$ cat config.mk
export PLATFORM = sky130hd
export DESIGN_NAME = cp_boost_ctrl
export DESIGN_NICKNAME = d
export VERILOG_FILES = /design/src/rtl/cbc_pkg.sv /design/src/rtl/cbc_shifter.sv /design/src/rtl/cbc_latches.sv /design/src/rtl/cbc_timer.sv /design/src/rtl/cp_boost_ctrl.sv
export SDC_FILE = /design/constraint.sdc
export NUM_CORES = 1
export LEC_CHECK = 0
export BUFFER_PORTS_ARGS = -buffer_cell sky130_fd_sc_hd__buf_2
export CORE_MARGIN = 2
export CORE_UTILIZATION = 45
export CTS_BUF_LIST = sky130_fd_sc_hd__clkbuf_8
export DETAILED_ROUTE_END_ITERATION = 8
export PLACE_DENSITY_LB_ADDON = 0.08
export SLEW_MARGIN = 20
export SYNTH_ARGS = -nofsm -noshare
export SYNTH_HDL_FRONTEND = slang
export SYNTH_SLANG_ARGS = --single-unit
$ cat constraint.sdc
create_clock -name clk -period 1.31 [get_ports clk]
set_input_delay 0.3275 -clock clk [delete_from_list [all_inputs] [get_ports clk]]
set_output_delay 0.3275 -clock clk [all_outputs]
set_load 0.05 [all_outputs]
$ cat src/rtl/cbc_pkg.sv
package cbc_pkg;
    localparam int WORD_W    = 24;
    localparam int CODE_W    = 3;
    localparam int TC_W      = 4;
    localparam int CNT_W     = TC_W + 2;

    localparam logic [1:0] SEL_CFG = 2'b10;
    localparam logic [1:0] SEL_DIV = 2'b01;

    localparam int EN_POS    = 9;
    localparam int MODE_POS  = 10;
    localparam int TC_LSB    = 11;
    localparam int STEADY_LSB = 15;
    localparam int BOOST_LSB = 18;
    localparam int GAIN_POS  = 21;

    typedef struct packed {
        logic [CODE_W-1:0] boost;
        logic [CODE_W-1:0] steady;
        logic [TC_W-1:0]   tc;
        logic              timed;
        logic              en;
    } cfg_t;
endpackage

$ cat src/rtl/cbc_shifter.sv
module cbc_shifter
    import cbc_pkg::*;
(
    input  logic              clk,
    input  logic              rst_n,
    input  logic              ser_data,
    input  logic              ser_shift,
    input  logic              ser_load,
    output logic [WORD_W-1:0] word,
    output logic              word_vld
);
    typedef struct packed {
        logic [WORD_W-1:0] sr;
        logic [WORD_W-1:0] word;
        logic              vld;
    } sh_t;

    sh_t sh_d, sh_q;

    always_comb begin
        sh_d     = sh_q;
        sh_d.vld = 1'b0;
        if (ser_shift) begin
            sh_d.sr = {sh_q.sr[WORD_W-2:0], ser_data};
        end
        if (ser_load) begin
            sh_d.word = sh_q.sr;
            sh_d.vld  = 1'b1;
        end
    end

    always_ff @(posedge clk) begin
        if (!rst_n) sh_q <= '0;
        else        sh_q <= sh_d;
    end

    assign word     = sh_q.word;
    assign word_vld = sh_q.vld;
endmodule

$ cat src/rtl/cbc_latches.sv
module cbc_latches
    import cbc_pkg::*;
(
    input  logic              clk,
    input  logic              rst_n,
    input  logic [WORD_W-1:0] word,
    input  logic              word_vld,
    input  logic              expire,
    output cfg_t              cfg,
    output logic              gain,
    output logic              div_wr,
    output logic              tmr_start,
    output logic              tmr_stop
);
    typedef struct packed {
        cfg_t cfg;
        logic gain;
    } lt_t;

    lt_t  lt_d, lt_q;
    logic cfg_wr;
    cfg_t cfg_new;

    always_comb begin
        cfg_wr         = word_vld && (word[1:0] == SEL_CFG);
        div_wr         = word_vld && (word[1:0] == SEL_DIV);
        cfg_new.boost  = word[BOOST_LSB +: CODE_W];
        cfg_new.steady = word[STEADY_LSB +: CODE_W];
        cfg_new.tc     = word[TC_LSB +: TC_W];
        cfg_new.timed  = word[MODE_POS];
        cfg_new.en     = word[EN_POS];

        lt_d = lt_q;
        if (cfg_wr) lt_d.cfg = cfg_new;
        if (div_wr)      lt_d.gain = word[GAIN_POS];
        else if (expire) lt_d.gain = 1'b0;

        tmr_start = div_wr && word[GAIN_POS] && lt_q.cfg.en && lt_q.cfg.timed;
        if (div_wr)      tmr_stop = !tmr_start;
        else if (cfg_wr) tmr_stop = !(cfg_new.en && cfg_new.timed);
        else             tmr_stop = 1'b0;
    end

    always_ff @(posedge clk) begin
        if (!rst_n) lt_q <= '0;
        else        lt_q <= lt_d;
    end

    assign cfg  = lt_q.cfg;
    assign gain = lt_q.gain;
endmodule

$ cat src/rtl/cbc_timer.sv
module cbc_timer
    import cbc_pkg::*;
(
    input  logic            clk,
    input  logic            rst_n,
    input  logic            start,
    input  logic            stop,
    input  logic            tick,
    input  logic [TC_W-1:0] tc,
    output logic            expire
);
    typedef struct packed {
        logic [CNT_W-1:0] cnt;
    } tm_t;

    tm_t tm_d, tm_q;

    always_comb begin
        tm_d   = tm_q;
        expire = 1'b0;
        if (start) begin
            tm_d.cnt = {tc, 2'b11};
        end else if (stop) begin
            tm_d.cnt = '0;
        end else if (tick && tm_q.cnt != '0) begin
            tm_d.cnt = tm_q.cnt - 1'b1;
            expire   = (tm_q.cnt == CNT_W'(1));
        end
    end

    always_ff @(posedge clk) begin
        if (!rst_n) tm_q <= '0;
        else        tm_q <= tm_d;
    end
endmodule

$ cat src/rtl/cp_boost_ctrl.sv
module cp_boost_ctrl
    import cbc_pkg::*;
(
    input  logic              clk,
    input  logic              rst_n,
    input  logic              ser_data,
    input  logic              ser_shift,
    input  logic              ser_load,
    input  logic              pd_tick,
    output logic [CODE_W-1:0] cp_code,
    output logic              gain_bit
);
    logic [WORD_W-1:0] word;
    logic              word_vld;
    logic              expire;
    cfg_t              cfg;
    logic              gain;
    logic              div_wr;
    logic              tmr_start;
    logic              tmr_stop;

    cbc_shifter u_sh (
        .clk(clk), .rst_n(rst_n), .ser_data(ser_data), .ser_shift(ser_shift),
        .ser_load(ser_load), .word(word), .word_vld(word_vld)
    );

    cbc_latches u_lt (
        .clk(clk), .rst_n(rst_n), .word(word), .word_vld(word_vld),
        .expire(expire), .cfg(cfg), .gain(gain), .div_wr(div_wr),
        .tmr_start(tmr_start), .tmr_stop(tmr_stop)
    );

    cbc_timer u_tm (
        .clk(clk), .rst_n(rst_n), .start(tmr_start), .stop(tmr_stop),
        .tick(pd_tick), .tc(cfg.tc), .expire(expire)
    );

    always_comb begin
        cp_code  = (cfg.en && gain) ? cfg.boost : cfg.steady;
        gain_bit = gain;
    end
endmodule

==> impl_metrics.toml, run 1 <==
[status]
outcome = "complete, but fails checks"
violations = "setup timing"

[grt]
grt_pass1_vias = 1645
grt_antenna_before_repair = 0
overflow = 0
grt_use_total_pct = 16.6
grt_pass1_wl_mm = 7.69
grt_max_degree = 43

[floorplan]
initial_core_util_pct = 46.8
die_x_um = 76.9
die_h_um = 76.9
num_rows = 26
io_pins = 10
core_area_um2 = 5110
fp.dieArea_um2 = 5920

[critical_path]
cp.arrival_ps = 1210
regToRegEndpoint = "u_tm.tm_q[0]"
end_kind = "output pin"
crit_start = "u_lt.gain"
crit_type = "reg -> out"
crit_fanout = 3
worstReg2RegStart = "u_tm.tm_q[5]"
ff2ff_path_depth = 4
start_kind = "flop"
rrSetupSlack_ps = -80
crit_required_ps = 980

[synth]
synth-seq-cells = 57
syn_nets = 246
synth_flop_cell = "dfxtp_1"
syn_area_per_cell_um2 = 10.1
async_flop_share_pct = 0
synth_cell_types = 36
syn_area_um2 = 2390
syn_inst = 237
yosys_warnings = 0
seq_area_frac_synth_pct = 47.7
synth_edf_count = 0

[place]
dp.final_hpwl_mm = 2.96
port-buffer-count = 9
place_inst = 330
routabilityCongestion = 0.747
place_area_um2 = 2710
place_ws_ps = -80.7

[layout]
fin_cells = 347
drive_above_1_share_pct = 28.2
n_fill_cell = 445
synthToLayoutAreaGrowth_pct = 28.7
final_cell_mix = "dfxtp_1, mux2i_1, nor2b_1"
stdcell_area_um2 = 3080
final_nets = 281
diodes = 0
mostFrequentLayoutCell = "dfxtp_1"

[cts]
cts_tree = "done"
htreeDepth = 3
cts_buffer_depth = 2
root_buffer = "clkbuf_8"
cts_made_buffers = 9
clk_latency_ps = 330
cts.clk_slew.worst_paths_ps = 60
hold_buffers = 0
cts.sinks = 57

[worst_hold_path]
min_path_cells = 3
hold_start = "ser_data"
hold_class = "in -> reg"
holdPathEnd = "u_sh.sh_q[25]"

[timing]
setup_viol = 9
fmax_mhz = 651
worst_slew_pin_slew_ps = 282
relSlewSlack_pct = 81.0
period_needed_ps = 1540
fin_ws_ps = -227
drv_slew = 0
finalSetupTns_ps = -976
period_share_pct = 117
report.final.hold_viol_count = 0
clock-skew-final_ps = 5.61
rsz0062_at_grt = "yes"

[drt]
vias_per_cell = 4.80
drc = 0
drtIter0Drc = 82
drt_pass1_iterations = 4
dr_total_vias = 1666
ant_nets = 0
routed_wl_mm = 4.43
wl_per_cell_um = 12.8

[power]
total_power_uw = 4610
powerDensity_nw_per_um2 = 1500
p_leak_uw = 0.00125
ir_worst_vdd_mv = 0.716

[flow_run]
drv_cap = 0
-- power by group --
group          total [µW]  switching [µW]  internal [µW]  leakage (µW)
combinational        1130             518            607      0.000680
sequential           1920            95.9           1830      0.000464
clock                1560             662            902      0.000110
total                4610            1280           3340       0.00125
-- layer usage --
layer / track usage [%] / vias to the layer above / share of wire [%]
met5: 0 / - / 0
met1: 22.4 / 772 / 51
li1: - / 873 / -
met3: 3.53 / 8 / 2.0
met4: 9.82 / 0 / 1.9
met2: 24.1 / 13 / 45
-- Yosys cell counts (2+ instances only) --
master | n | area share (%)
nand2_1 | 27 | 4.2
a221oi_1 | 2 | 0.73
ha_1 | 3 | 1.6
and2_1 | 3 | 0.78
inv_1 | 4 | 0.63
a21boi_0 | 12 | 3.8
nor3_1 | 2 | 0.42
mux2_2 | 3 | 1.4
dfxtp_1 | 57 | 48
o221a_1 | 3 | 1.4
o21ai_0 | 2 | 0.42
nor2b_1 | 37 | 9.7
mux2i_1 | 37 | 15
a21oi_1 | 3 | 0.63
nand3_1 | 3 | 0.63
clkbuf_1 | 7 | 1.1
nor2_1 | 8 | 1.3
buf_2 | 6 | 1.3
-- worst max-delay path by stage --
| stage | endpoint | slack [ps] | depth (start not counted) |
|---|---|---|---|
| floorplan | u_tm.tm_q[3] | -2 | 6 |
| global placement | u_tm.tm_q[5] | -120 | 4 |
| detailed placement | u_tm.tm_q[0] | -80 | 4 |
| CTS | cp_code[1] | -250 | 3 |
| global route | cp_code[2] | -270 | 3 |
| finish | cp_code[1] | -230 | 3 |
-- what timing repair did --
| action | CTS | global route |
|---|---|---|
| resized for setup | 31 | 12 |
| pin swaps | 7 | 5 |
| setup endpoints to repair | 11 | 11 |
| buffers inserted | 1 | 1 |
-- sequential cells by signal, indices dropped and copies added, names as in the netlist --
name,cells
u_sh.word_vld,1
u_lt.gain,1
u_sh.word,15
u_sh.sh_q,22
u_tm.tm_q,6
u_lt.cfg,12
-- final cells by class --
type	count	area [µm²]	area share (%)
Multi-Input combinational cell	163	1300	42.3
Sequential cell	57	1150	37.5
Timing Repair Buffer	37	329	10.7
Clock buffer	10	138	4.47
Tap cell	70	87.6	2.85
Clock inverter	6	51.3	1.67
Inverter	4	17.5	0.569
-- per-stage QoR --
| stage | hold WS, ps | util [%] |
|---|---|---|
| after CTS | 240 | 59.4 |
| after global routing | 281 | 60.3 |
| after floorplan | 440 | - |
| after detailed placement | 457 | 53.1 |
| final | 252 | 60.3 |
| after global placement | 449 | 53.1 |
-- cells by family after synthesis --
group	count (synthesis)	synth area share, %
and+or+nand+nor	87	19.6
xor gates and xnor gates	2	0.732
muxes	40	16.9
adders and majority gates	3	1.57
DFF	57	47.7
AOI/OAI and AO/OA	31	10.5
buffers and inverters	17	2.98
-- critical path: stages (launching register included) --
cell	delay [ps]
dfxtp_4	350
nand2_4	80
mux2_4	310
buf_8	150
No activity file was read; power rests on OpenSTA's default activity.
==> run 2: changes to the inputs <==
--- a/config.mk
+++ b/config.mk
@@ -11,6 +11,7 @@
 export CTS_BUF_LIST = sky130_fd_sc_hd__clkbuf_8
 export DETAILED_ROUTE_END_ITERATION = 8
 export PLACE_DENSITY_LB_ADDON = 0.08
+export SKIP_CTS_REPAIR_TIMING = 1
 export SLEW_MARGIN = 20
 export SYNTH_ARGS = -nofsm -noshare
 export SYNTH_HDL_FRONTEND = slang
==> run 2 against run 1 <==
Against the previous run:
- the flow still finishes with violations (setup timing)
- combinational power shrank 5%
- sequential share of layout area grew 0.27 points
- clock power is essentially flat
- worst hold slack gained 0.63 ps
- die area is the same
- utilization shrank 0.37 points
- cell count is the same
- fmax is essentially flat
- highest routed layer unchanged
==> impl_metrics.toml, run 2 (synthesis results as in run 1) <==
[cts]
cts.sinks = 57
htreeDepth = 3
cts_buffer_depth = 2
cts_tree = "done"
root_buffer = "clkbuf_8"
cts.clk_slew.worst_paths_ps = 60
cts_made_buffers = 9
clk_latency_ps = 330

[critical_path]
cpMaxStageDelayCell = "dfxtp_4"
critPathBufInv = 1
start_kind = "flop"
end_kind = "output pin"
ff2ff_path_depth = 4
crit_type = "reg -> out"
cpPeakStageDelay_ps = 350
crit_fanout = 3
crit_chain = "nand2_4, mux2_4, buf_8"
crit_family = "flip-flops"
crit_start = "u_lt.gain"
worstReg2RegStart = "u_tm.tm_q[2]"
regToRegEndpoint = "u_tm.tm_q[0]"
rrSetupSlack_ps = -120
cp.arrival_ps = 1210
crit_required_ps = 980

[timing]
finalSetupTns_ps = -1190
period_needed_ps = 1540
report.final.hold_viol_count = 0
drv_slew = 0
rsz0062_at_grt = "yes"
clock-skew-final_ps = 5.74
fin_ws_ps = -226
relSlewSlack_pct = 80.7
fmax_mhz = 651
worst_slew_pin_slew_ps = 288
period_share_pct = 117
hold_ws_ps = 253
setup_viol = 9

[drt]
drtIter0Drc = 71
dr_total_vias = 1663
drt_pass1_iterations = 4
ant_nets = 0
wl_per_cell_um = 12.6
vias_per_cell = 4.79
drc = 0
routed_wl_mm = 4.39

[place]
place_inst = 330
dp.final_hpwl_mm = 2.96
port-buffer-count = 9
place_area_um2 = 2710
routabilityCongestion = 0.747

[layout]
n_fill_cell = 445
final_nets = 281
largest_register = "u_sh.sh_q"
diodes = 0
synthToLayoutAreaGrowth_pct = 27.9
drive_above_1_share_pct = 27.4
final_cell_mix = "dfxtp_1, mux2i_1, nor2b_1"
stdcell_area_um2 = 3060
mostFrequentLayoutCell = "dfxtp_1"
fin_cells = 347
largest_reg_flops = 22

[flow_run]
drv_cap = 0

[power]
p_leak_uw = 0.00125
powerDensity_nw_per_um2 = 1490
ir_worst_vdd_mv = 0.709

[grt]
grt_use_total_pct = 16.1
overflow = 0
grt_pass1_vias = 1615
grt_pass1_wl_mm = 7.47
grt_max_degree = 43
grt_antenna_before_repair = 0

[floorplan]
io_pins = 10
die_x_um = 76.9
core_area_um2 = 5110
initial_core_util_pct = 46.8
num_rows = 26
fp.dieArea_um2 = 5920
die_h_um = 76.9

[worst_hold_path]
hold_start = "ser_data"
hold_class = "in -> reg"
min_path_cells = 3
holdPathEnd = "u_sh.sh_q[25]"

[status]
violations = "setup timing"
outcome = "complete, but fails checks"
## run 2: worst max-delay path by stage
| stage | to | depth (start not counted) | slack (ps) |
|---|---|---|---|
| floorplan | u_tm.tm_q[3] | 6 | -2 |
| global placement | u_tm.tm_q[5] | 4 | -120 |
| detailed placement | u_tm.tm_q[0] | 4 | -80 |
| CTS | cp_code[1] | 3 | -380 |
| global route | cp_code[2] | 3 | -270 |
| finish | cp_code[1] | 3 | -230 |
## run 2: layout make-up
type	instances	area (µm²)	share of cell area, %
multi-input cells	163	1280	42.0
flip-flops and latches	57	1150	37.8
repair buffers	37	329	10.8
clock buffers	10	138	4.50
well taps	70	87.6	2.86
clock inverters	6	51.3	1.68
inverters	4	15.0	0.491
## run 2: layer usage
metal / track usage [%] / routed length [µm]
met3: 3.53 / 121
met1: 22.0 / 2230
met5: 0 / 0
met4: 9.82 / 86
met2: 22.9 / 1950
## run 2: through the flow
step	utilization, %	setup slack [ps]	total power (µW)
after floorplan	-	-1.83	2440
after global placement	53.1	-122	2800
after global routing	59.9	-274	4770
after detailed placement	53.1	-80.7	2790
final	59.9	-226	4540
after CTS	56.8	-384	4370
## run 2: tightest hold or removal path, cell delays in order
cell     delay (ps)
buf_2            70
mux2i_1          60
nor2b_1          90
## run 2: where the power goes
part	switching (µW)	leakage (µW)	internal [µW]	total, µW
clock network	660	0.000110	902	1560
registers	84.0	0.000464	1830	1910
logic	491	0.000676	578	1070
total	1230	0.00125	3310	4540
